==> src/rtl/memtype_pkg.sv <==
package memtype_pkg;
  localparam logic [2:0] MT_UC  = 3'd0;
  localparam logic [2:0] MT_WC  = 3'd1;
  localparam logic [2:0] MT_WT  = 3'd4;
  localparam logic [2:0] MT_WP  = 3'd5;
  localparam logic [2:0] MT_WB  = 3'd6;
  localparam logic [2:0] MT_UCM = 3'd7;

  localparam logic [1:0] WK_FIX  = 2'd0;
  localparam logic [1:0] WK_BASE = 2'd1;
  localparam logic [1:0] WK_MASK = 2'd2;
  localparam logic [1:0] WK_MISC = 2'd3;

  localparam int N64K = 8;
  localparam int N16K = 16;
  localparam int N4K  = 64;
  localparam int FIX_N = N64K + N16K + N4K;
  localparam int PG_N  = 8;
  localparam int DEF_SLOT = PG_N;

  // slot number of an address inside the first megabyte
  function automatic logic [6:0] fix_index(input logic [19:0] a);
    if (!a[19])      return {4'd0, a[18:16]};
    else if (!a[18]) return 7'(N64K) + {3'd0, a[17:14]};
    else             return 7'(N64K + N16K) + {1'b0, a[17:12]};
  endfunction

  function automatic logic [2:0] norm_range(input logic [2:0] t);
    case (t)
      MT_WC, MT_WT, MT_WP, MT_WB: return t;
      default:                    return MT_UC;
    endcase
  endfunction

  function automatic logic [2:0] norm_page(input logic [2:0] t);
    case (t)
      MT_WC, MT_WT, MT_WP, MT_WB, MT_UCM: return t;
      default:                            return MT_UC;
    endcase
  endfunction

  function automatic logic [2:0] merge_types(input logic [2:0] rng, input logic [2:0] pg);
    logic [2:0] r, p;
    r = norm_range(rng);
    p = norm_page(pg);
    if (r == MT_UC || p == MT_UC)  return MT_UC;
    if (p == MT_UCM)               return (r == MT_WC) ? MT_WC : MT_UC;
    if (r == MT_WC || p == MT_WC)  return MT_WC;
    if (r == MT_WT || p == MT_WT)  return MT_WT;
    if (r == MT_WP || p == MT_WP)  return MT_WP;
    return MT_WB;
  endfunction

  function automatic logic [2:0] pg_reset(input logic [1:0] k);
    case (k)
      2'd0:    return MT_WB;
      2'd1:    return MT_WT;
      2'd2:    return MT_UCM;
      default: return MT_UC;
    endcase
  endfunction
endpackage

==> src/rtl/mt_fixed_tbl.sv <==
module mt_fixed_tbl
  import memtype_pkg::*;
#(
  parameter int PA_W  = 36,
  parameter int IDX_W = 7
) (
  input  logic             clk,
  input  logic             rst_n,
  input  logic             wr_en,
  input  logic [IDX_W-1:0] wr_idx,
  input  logic [2:0]       wr_type,
  input  logic [PA_W-1:0]  addr,
  output logic             hit,
  output logic [2:0]       typ
);
  logic [2:0] slot_q [FIX_N];

  always_ff @(posedge clk) begin
    if (!rst_n) begin
      for (int i = 0; i < FIX_N; i++) slot_q[i] <= MT_UC;
    end else if (wr_en && (wr_idx < IDX_W'(FIX_N))) begin
      slot_q[wr_idx] <= wr_type;
    end
  end

  assign hit = (addr[PA_W-1:20] == '0);
  assign typ = slot_q[fix_index(addr[19:0])];
endmodule

==> src/rtl/mt_var_bank.sv <==
module mt_var_bank
  import memtype_pkg::*;
#(
  parameter int PA_W = 36,
  parameter int NVAR = 8,
  localparam int VIDX_W = (NVAR > 1) ? $clog2(NVAR) : 1
) (
  input  logic              clk,
  input  logic              rst_n,
  input  logic              wr_base_en,
  input  logic              wr_mask_en,
  input  logic [VIDX_W-1:0] wr_idx,
  input  logic [PA_W-1:0]   wr_data,
  input  logic [2:0]        wr_type,
  input  logic [PA_W-1:0]   addr,
  output logic              hit,
  output logic [2:0]        typ
);
  logic [NVAR-1:0] match;
  logic [2:0]      win_type [NVAR];

  for (genvar g = 0; g < NVAR; g++) begin : g_win
    logic [PA_W-1:0] base_q, mask_q;
    logic            vld_q;
    logic [2:0]      type_q;
    always_ff @(posedge clk) begin
      if (!rst_n) begin
        base_q <= '0;
        mask_q <= '0;
        vld_q  <= 1'b0;
        type_q <= MT_UC;
      end else begin
        if (wr_base_en && wr_idx == VIDX_W'(g)) begin
          base_q <= wr_data;
          type_q <= wr_type;
        end
        if (wr_mask_en && wr_idx == VIDX_W'(g)) begin
          mask_q <= wr_data;
          vld_q  <= wr_type[0];
        end
      end
    end
    assign match[g]    = vld_q && ((addr & mask_q) == (base_q & mask_q));
    assign win_type[g] = type_q;
  end

  always_comb begin
    logic       seen, conflict, has_uc, has_odd;
    logic [2:0] first;
    seen = 1'b0; conflict = 1'b0; has_uc = 1'b0; has_odd = 1'b0;
    first = MT_UC;
    for (int i = 0; i < NVAR; i++) begin
      if (match[i]) begin
        if (!seen) first = win_type[i];
        else if (win_type[i] != first) conflict = 1'b1;
        seen = 1'b1;
        if (norm_range(win_type[i]) == MT_UC) has_uc = 1'b1;
        if (win_type[i] != MT_WT && win_type[i] != MT_WB) has_odd = 1'b1;
      end
    end
    if (has_uc)         typ = MT_UC;
    else if (!conflict) typ = norm_range(first);
    else if (!has_odd)  typ = MT_WT;
    else                typ = MT_UC;
  end

  assign hit = |match;
endmodule

==> src/rtl/mt_attr_regs.sv <==
module mt_attr_regs
  import memtype_pkg::*;
#(
  parameter int IDX_W = 7
) (
  input  logic             clk,
  input  logic             rst_n,
  input  logic             wr_en,
  input  logic [IDX_W-1:0] wr_idx,
  input  logic [2:0]       wr_type,
  input  logic [2:0]       pidx,
  output logic [2:0]       pg_type,
  output logic [2:0]       def_type
);
  logic [2:0] pg_q [PG_N];
  logic [2:0] def_q;

  for (genvar g = 0; g < PG_N; g++) begin : g_pg
    always_ff @(posedge clk) begin
      if (!rst_n) pg_q[g] <= pg_reset(2'(g % 4));
      else if (wr_en && wr_idx == IDX_W'(g)) pg_q[g] <= wr_type;
    end
  end

  always_ff @(posedge clk) begin
    if (!rst_n) def_q <= MT_UC;
    else if (wr_en && wr_idx == IDX_W'(DEF_SLOT)) def_q <= wr_type;
  end

  assign pg_type  = pg_q[pidx];
  assign def_type = def_q;
endmodule

==> src/rtl/memtype_resolver.sv <==
module memtype_resolver
  import memtype_pkg::*;
#(
  parameter int PA_W = 36,
  parameter int NVAR = 8,
  localparam int IDX_W  = $clog2(FIX_N),
  localparam int VIDX_W = (NVAR > 1) ? $clog2(NVAR) : 1
) (
  input  logic             clk,
  input  logic             rst_n,
  input  logic             wr_en,
  input  logic [1:0]       wr_kind,
  input  logic [IDX_W-1:0] wr_idx,
  input  logic [PA_W-1:0]  wr_data,
  input  logic [2:0]       wr_type,
  input  logic             req_vld,
  input  logic [PA_W-1:0]  req_addr,
  input  logic             req_pat,
  input  logic             req_pcd,
  input  logic             req_pwt,
  input  logic             cache_dis,
  output logic             rsp_vld,
  output logic [2:0]       rsp_type
);
  logic       fix_hit, var_hit, var_sel_ok;
  logic [2:0] fix_type, var_type, def_type, pg_type, rng_type, eff_type;

  assign var_sel_ok = (wr_idx < IDX_W'(NVAR));

  mt_fixed_tbl #(.PA_W(PA_W), .IDX_W(IDX_W)) i_fix (
    .clk(clk), .rst_n(rst_n),
    .wr_en(wr_en && wr_kind == WK_FIX), .wr_idx(wr_idx), .wr_type(wr_type),
    .addr(req_addr), .hit(fix_hit), .typ(fix_type)
  );

  mt_var_bank #(.PA_W(PA_W), .NVAR(NVAR)) i_var (
    .clk(clk), .rst_n(rst_n),
    .wr_base_en(wr_en && wr_kind == WK_BASE && var_sel_ok),
    .wr_mask_en(wr_en && wr_kind == WK_MASK && var_sel_ok),
    .wr_idx(wr_idx[VIDX_W-1:0]), .wr_data(wr_data), .wr_type(wr_type),
    .addr(req_addr), .hit(var_hit), .typ(var_type)
  );

  mt_attr_regs #(.IDX_W(IDX_W)) i_attr (
    .clk(clk), .rst_n(rst_n),
    .wr_en(wr_en && wr_kind == WK_MISC), .wr_idx(wr_idx), .wr_type(wr_type),
    .pidx({req_pat, req_pcd, req_pwt}),
    .pg_type(pg_type), .def_type(def_type)
  );

  // fixed slots first, then windows, then the default
  assign rng_type = fix_hit ? fix_type : (var_hit ? var_type : def_type);
  assign eff_type = cache_dis ? MT_UC : merge_types(rng_type, pg_type);

  always_ff @(posedge clk) begin
    if (!rst_n) begin
      rsp_vld  <= 1'b0;
      rsp_type <= MT_UC;
    end else begin
      rsp_vld <= req_vld;
      if (req_vld) rsp_type <= eff_type;
    end
  end
endmodule

==> config.mk <==
export PLATFORM = sky130hd
export DESIGN_NAME = memtype_resolver
export DESIGN_NICKNAME = d
export VERILOG_FILES = /design/src/rtl/memtype_pkg.sv /design/src/rtl/mt_fixed_tbl.sv /design/src/rtl/mt_var_bank.sv /design/src/rtl/mt_attr_regs.sv /design/src/rtl/memtype_resolver.sv
export SDC_FILE = /design/constraint.sdc
export NUM_CORES = 2
export LEC_CHECK = 0
export BUFFER_PORTS_ARGS = -buffer_cell sky130_fd_sc_hd__clkbuf_2
export CAP_MARGIN = 20
export CORE_MARGIN = 5
export CORE_UTILIZATION = 36
export CTS_CLUSTER_SIZE = 28
export DETAILED_ROUTE_END_ITERATION = 16
export GPL_TIMING_DRIVEN = 0
export PLACE_DENSITY = 0.6
export SYNTH_ARGS = -nofsm -noshare
export SYNTH_HDL_FRONTEND = slang
export SYNTH_SLANG_ARGS = --single-unit
export TNS_END_PERCENT = 10
==> constraint.sdc <==
create_clock -name clk -period 4.25 [get_ports clk]
set_clock_uncertainty 0.2 [all_clocks]
set_input_delay 0.425 -clock clk [delete_from_list [all_inputs] [get_ports clk]]
set_output_delay 0.425 -clock clk [all_outputs]
set_load 0.01 [all_outputs]
[Yosys cells after proc, flatten, opt, wreduce, memory -nomap -nowiden]
Memories as Yosys holds them, arrays and structs flattened.
Cells that the tools add are included.
Storage, ports and cells
  register bits after elaboration: 615
  latch bits: 0
  memory bits (writable): 288
  bits in read-only memories: 0
  word-level logic and storage cells: 412
  memories: 2
Memory list
  i_fix.slot_q: words 88, bits a word 3, rd ports 1, clocked after memory_dff 0, wr ports 88, RTL line mt_fixed_tbl.sv:16  | logic [2:0] slot_q [FIX_N];
  i_attr.pg_q: words 8, bits a word 3, rd ports 1, clocked after memory_dff 0, wr ports 8, RTL line mt_attr_regs.sv:15  | logic [2:0] pg_q [PG_N];
Cells by class
  add/sub/neg operators: 2
  $mul: 0
  divide/modulo/power cells: 0
  order comparisons: 2
  equal/unequal tests: 101
  shifts and indexed selects: 0
  muxes and demuxes: 167
  bitwise logic cells: 24
  reduce and logical (&&, ||, !) cells: 79
Operators with widths (number)
  36-bit bitwise AND: 16
  36-bit equality test: 8
  3-bit 2-to-1 mux: 59
  3-bit equality test (second input constant): 43
  1-bit 2-to-1 mux: 105
  1-bit logical AND: 48
  3-bit != test (second input constant): 16
  3-bit by 1-bit equality test with 1-bit output (second input constant): 14
  4-bit OR reduction: 10
  3-bit zero test: 11
  7-bit by 3-bit equality test with 1-bit output (second input constant): 4
  7-bit 2-to-1 mux: 3
  3-bit != test: 7
  16-bit zero test: 1
  7-bit by 2-bit equality test with 1-bit output (second input constant): 2
  1-bit bitwise OR: 8
  8-bit OR reduction: 1
  5-bit by 6-bit adder with 7-bit output (first input constant): 1
  7-bit by 1-bit equality test with 1-bit output (second input constant): 1
  7-bit by 4-bit equality test with 1-bit output (second input constant): 1
  7-bit zero test: 1
  7-bit by 4-bit less-than comparator with 1-bit output (second input constant): 1
  7-bit less-than comparator (second input constant): 1
  3-bit by 2-bit equality test with 1-bit output (second input constant): 2
  other kinds (7): 11

[Longest topological paths before layout]
  depth in word-level cells: 52
  depth in mapped cells: 19
  gate-level depth less buffers: 15

[Modules after synthesis]
From an unflattened synthesis, not the netlist that was laid out.
Second synthesis, totals
  cell total of the unflattened synthesis: 5114
  area, all modules: 46513.4 µm²
By module, submodules not included
  mt_var_bank: instances 1, cells an instance 3417, area each 27614.0 µm²
  mt_fixed_tbl: instances 1, cells an instance 1544, area each 17170.2 µm²
  mt_attr_regs: instances 1, cells an instance 106, area each 1347.5 µm²
  memtype_resolver: instances 1, cells an instance 47, area each 381.6 µm²

[Worst setup path before layout]
Ideal clock, no wire load.
  path type: input -> register
  from: in req_addr[14]
  to: reg rsp_type[0]
  setup time: 87 ps
  arrival: 3733 ps
  setup slack: 230 ps
  stages on the path: 19
  buffers on the path: 4
  cells stage by stage: buf_4 > inv_1 > o211ai_1 > o21ai_1 > buf_2 > buf_2 > buf_4 > mux4_2 > mux2i_1 > nand2_1 > o211ai_1 > o211ai_1 > nand3_1 > a21oi_1 > a31o_2 > a31oi_1 > and2_1 > o22ai_1 > o31ai_1
On the way
  longest elaborated chain between the ends: 46
  elaborated cells on any way between the ends: 159
RTL lines
  from (decl): RTL line memtype_resolver.sv:17  | input logic [PA_W-1:0] req_addr,
  36-bit bitwise AND: RTL line mt_var_bank.sv:43  | assign match[g] = vld_q && ((addr & mask_q) == (base_q & mask_q));
  36-bit equality test: RTL line mt_var_bank.sv:43
  1-bit logical AND: RTL line mt_var_bank.sv:43
  3-bit 2-to-1 mux: RTL line mt_var_bank.sv:53  | if (match[i]) begin
  3-bit != test: RTL line mt_var_bank.sv:55  | else if (win_type[i] != first) conflict = 1'b1;
  1-bit 2-to-1 mux: RTL line mt_var_bank.sv:55
  1-bit 2-to-1 mux: RTL line mt_var_bank.sv:54  | if (!seen) first = win_type[i];
  1-bit 2-to-1 mux: RTL line mt_var_bank.sv:53
  [30 not listed]
  1-bit 2-to-1 mux: RTL line memtype_pkg.sv:48  | if (r == MT_WC || p == MT_WC) return MT_WC;
  1-bit 2-to-1 mux: RTL line memtype_pkg.sv:47  | if (p == MT_UCM) return (r == MT_WC) ? MT_WC : MT_UC;
  3-bit 2-to-1 mux: RTL line memtype_pkg.sv:51  | return MT_WB;
  3-bit 2-to-1 mux: RTL line memtype_pkg.sv:50  | if (r == MT_WP || p == MT_WP) return MT_WP;
  3-bit 2-to-1 mux: RTL line memtype_pkg.sv:49  | if (r == MT_WT || p == MT_WT) return MT_WT;
  3-bit 2-to-1 mux: RTL line memtype_pkg.sv:48
  3-bit 2-to-1 mux *: RTL line memtype_pkg.sv:47
  3-bit 2-to-1 mux *: RTL line memtype_resolver.sv:53  | assign eff_type = cache_dis ? MT_UC : merge_types(rng_type, pg_type);
  to (signal assigned): RTL line memtype_resolver.sv:61  | if (req_vld) rsp_type <= eff_type;
  to (decl): RTL line memtype_resolver.sv:23  | output logic [2:0] rsp_type
Mark *: on every way between the ends. The rest lies on a longest branch, timed or not. The select of a mux whose other input is x is not followed.
A chain may end at the register's enable or synchronous reset.

[Worst setup path after layout]
  from: in req_addr[17]
  to: reg rsp_type[0]
The elaborated chain is that of the path after synthesis.

==> results.yml <==
critical_path:
  critical-path-top-delay-family: "compound AO/OA/AOI/OAI gates"
  timing.critical_path.to_type: "flop"
  worst_ep_required_time_ps: 4700
  worst_path_max_delay_cell: "sky130_fd_sc_hd__clkbuf_2"
  rrSetupSlack_ps: -60
  worst-path-buf-inv: 4
  worst-path-max-fanout: 10
  worst_r2r_path_depth: 15
  critPathLaunch: "req_addr[17]"
  timing.rr.end: "rsp_type[0]$_SDFFE_PN0P_"
  timing.critical_path.slowest_cell_delay_ps: 460
  timing.critical_path.cells: "clkbuf_2 > buf_6 > o21ai_2 > clkbuf_2 > clkbuf_4 > mux4_2 > mux2i_1 > nand2_1 > o211ai_1 > o211ai_1 > nand3_1 > a21oi_1 > a31o_2 > a31oi_1 > and2_1 > o22ai_1 > o31ai_1"
  cp_data_arrival_time_ps: 4760
  regToRegStartpoint: "i_var.g_win[3].base_q[5]$_SDFFE_PN0P_"
  worstSetupPathType: "input port to flop"
  cp-start-kind: "input port"
global_routing:
  globalRoute.totalOverflow: 0
  grt_antenna_before_repair: 7
  global_route_wire_length_before_repair_mm: 267.5
  grt_max_degree: 45
  vias_in_the_first_global_route: 37418
  grt.total_usage: 0.2705
yosys:
  netlist.area_leader.share: 0.2664
  async_flop_share: 0
  synth-edff-count: 408
  top_reg_cell_synth: "sky130_fd_sc_hd__dfxtp_1"
  biggest_area_consumer_among_synthesized_cells: "sky130_fd_sc_hd__dfxtp_1"
  synthesis.area_per_instance_um2: 9.306
  netlist-cell-type-count: 82
  synth.ff_latch_count: 1023
  yosysWarningCount: 0
  main_area_contributors_after_synthesis: "sky130_fd_sc_hd__dfxtp_1 27%, sky130_fd_sc_hd__edfxtp_1 27%, sky130_fd_sc_hd__nand2_1 12%"
  syn-instance-count: 4966
  netlist_area_um2: 46220
  yosysSeqAreaShare: 0.5315
layout:
  seqCellArea_um2: 24560
  area_used_by_multi_input_combinational_logic_um2: 20950
  fill_cell_total_of_the_finished_layout: 12331
  area.growth.synth_to_final_pct: 17.46
  design.final.nets: 5394
  post_route_cells_drive_above_1_share: 0.09900
clock_network:
  cts.root.buffer_cell: "sky130_fd_sc_hd__clkbuf_16"
  htree_levels: 3
  cts_buf_count: 111
  clock_tree.buffer_depth: 3
  cts_tree: "yes"
  cts.clk_slew.worst_paths_ps: 60
  clock-sinks: 1023
  clock_latency_ps: 770
drt:
  totalWireLength_mm: 190.3
  vias: 40406
  via_per_inst: 5.723
  drtAntennaViolNets: 0
  drt_first_pass_iters: 7
  detail_route.wl_per_cell_um: 26.95
  count_of_routing_violations_after_the_opening_detailed_route_iteration: 5718
  drc: 0
die:
  initial_utilization: 0.3624
  placement_rows: 131
  core-area_um2: 127500
  fp.dieH_um: 368.3
  io_pins: 96
  die_width_um: 368.3
  die-area_um2: 135600
run_status:
  run_status: "complete, but fails checks"
  violations_in_the_final_reports: "setup timing"
power_and_ir_drop:
  power.static_leakage_nw: 18.26
  total_power_mw: 22.51
  power_per_cell_area_nw_per_um2: 414.6
  irDropWorstVdd_v: 0.0003464
sta:
  grt_setup_unrepaired: "true"
  worstMarginPinSlew_ps: 1305
  final-hold-violation-count: 0
  timing.final.setup_violations: 3
  slew_violations: 0
  max_freq_mhz: 232.0
  setup_ws_ps: -61.25
  fin_crit_sh: 1.014
  slew-limit-headroom: 0.1298
  min_period_ps: 4311
placed_design:
  detailed_place_hpwl_mm: 134.1
  place_ws_ps: -2006
  gpl.final_weighted_congestion: 0.9764
  buffer_ports.inserted: 21
min_path:
  hold_path_class: "input port to flop"
  holdCritStartpoint: "wr_kind[1]"
  whs_path_depth: 5
  timing.hold.worst_endpoint: "i_attr.def_type[0]$_SDFFE_PN0P_"
flow_run:
  max_cap_viol_count: 0
-- cells by family after synthesis --
| logic type | Yosys count | synth area share |
|---|---|---|
| other | 1 | 0.00008114 |
| AND/OR/NAND/NOR | 2031 | 0.1794 |
| multiplexers | 147 | 0.05970 |
| XOR/XNOR | 305 | 0.05829 |
| buffers and inverters | 410 | 0.03806 |
| adder cells (fa/ha/maj) | 1 | 0.0002707 |
| AO/OA/AOI/OAI | 1048 | 0.1327 |
| flip-flops | 1023 | 0.5315 |
-- layout make-up --
| class | count | area share |
|---|---|---|
| Clock inverter | 66 | 0.01385 |
| Antenna cell | 4 | 0.0001844 |
| Buffer | 394 | 0.03259 |
| Clock buffer | 140 | 0.05580 |
| Tap cell | 1662 | 0.03831 |
| Multi-Input combinational cell | 3652 | 0.3858 |
| Timing Repair Buffer | 104 | 0.01985 |
| Inverter | 15 | 0.001037 |
| Sequential cell | 1023 | 0.4525 |
-- stage by stage --
stage | instances | TNS (ps) | hold WS, ps | utilization | cell area, µm²
floorplan | 5085 | 0 | 232.5 | - | 46660
global placement | 6768 | -942980 | 240.9 | 0.3831 | 48850
detailed placement | 6797 | -16140 | 246.7 | 0.3869 | 49340
CTS | 7051 | 0 | 11.78 | 0.4231 | 53950
global route | 7056 | -424.9 | 72.53 | 0.4256 | 54270
finish | 7060 | -160.6 | 66.12 | 0.4257 | 54280
-- power breakdown --
part	total [mW]	switching (mW)	internal, mW
sequential	10.5	0.0644	10.4
clock	10.1	4.35	5.80
combinational	1.86	1.33	0.538
-- layout by cell type (no fill, tap or decap), types with 75 or more instances in the layout --
master / n
sky130_fd_sc_hd__dfxtp_1: 614
sky130_fd_sc_hd__nor2_1: 342
sky130_fd_sc_hd__nand4_1: 75
sky130_fd_sc_hd__xor2_1: 272
sky130_fd_sc_hd__clkbuf_16: 113
sky130_fd_sc_hd__o21ai_0: 102
sky130_fd_sc_hd__edfxtp_1: 408
sky130_fd_sc_hd__mux4_2: 102
sky130_fd_sc_hd__a22oi_1: 171
sky130_fd_sc_hd__clkbuf_1: 336
sky130_fd_sc_hd__conb_1: 120
sky130_fd_sc_hd__a21oi_1: 637
sky130_fd_sc_hd__nand2_1: 1419
-- worst max-delay path by stage --
stage / endpoint / slack [ps] / cells past startpoint
2_1_floorplan: rsp_type[0]$_SDFFE_PN0P_ / 230 / 19
3_3_place_gp: rsp_type[0]$_SDFFE_PN0P_ / -2040 / 16
3_5_place_dp: rsp_type[0]$_SDFFE_PN0P_ / -2010 / 16
4_1_cts: rsp_type[0]$_SDFFE_PN0P_ / 0.5 / 16
5_1_grt: rsp_type[0]$_SDFFE_PN0P_ / -160 / 17
6_report: rsp_type[0]$_SDFFE_PN0P_ / -60 / 17
-- registers in the layout, summed over array words and instances (netlist names) --
| register | cells |
|---|---|
| i_attr.pg_q | 24 |
| rsp_vld | 1 |
| rsp_type | 3 |
| i_fix.slot_q | 384 |
| i_var.g_win.base_q | 288 |
| i_attr.def_type | 3 |
| i_var.g_win.type_q | 24 |
| i_var.g_win.mask_q | 288 |
| i_var.g_win.vld_q | 8 |
-- layer usage --
| metal | part of all wire | GRT usage | up-vias |
|---|---|---|---|
| met5 | 0.00012 | 0 | - |
| li1 | - | - | 17709 |
| met3 | 0.12 | 0.06697 | 495 |
| met2 | 0.43 | 0.4054 | 2479 |
| met1 | 0.39 | 0.3645 | 19719 |
| met4 | 0.056 | 0.1354 | 4 |
-- Yosys cell counts, drive strengths merged (29+ instances only) --
| library cell | n |
|---|---|
| nand2 | 1422 |
| a21oi | 639 |
| dfxtp | 615 |
| edfxtp | 408 |
| nor2 | 346 |
| clkbuf | 334 |
| xor2 | 293 |
| a22oi | 185 |
| o21ai | 106 |
| mux4 | 102 |
| nand4 | 76 |
| buf | 61 |
| nand3 | 41 |
| mux2i | 36 |
| a211oi | 31 |
| nor3 | 29 |
-- worst min-delay path: cells and delay by family --
kind	cells	cell delay [ps]
buffers and inverters	1	150
muxes	1	130
and+or+nand+nor	3	270
-- repair_timing --
item | in CTS | in global routing
pin swaps | 21 | 41
endpoints found under the hold margin | 137 | 0
hold buffers | 29 | 0
endpoints found under the setup margin | 3 | 3
buffers inserted | 19 | 6
gates resized for setup | 90 | 53
(Power assumes the default switching activity.)
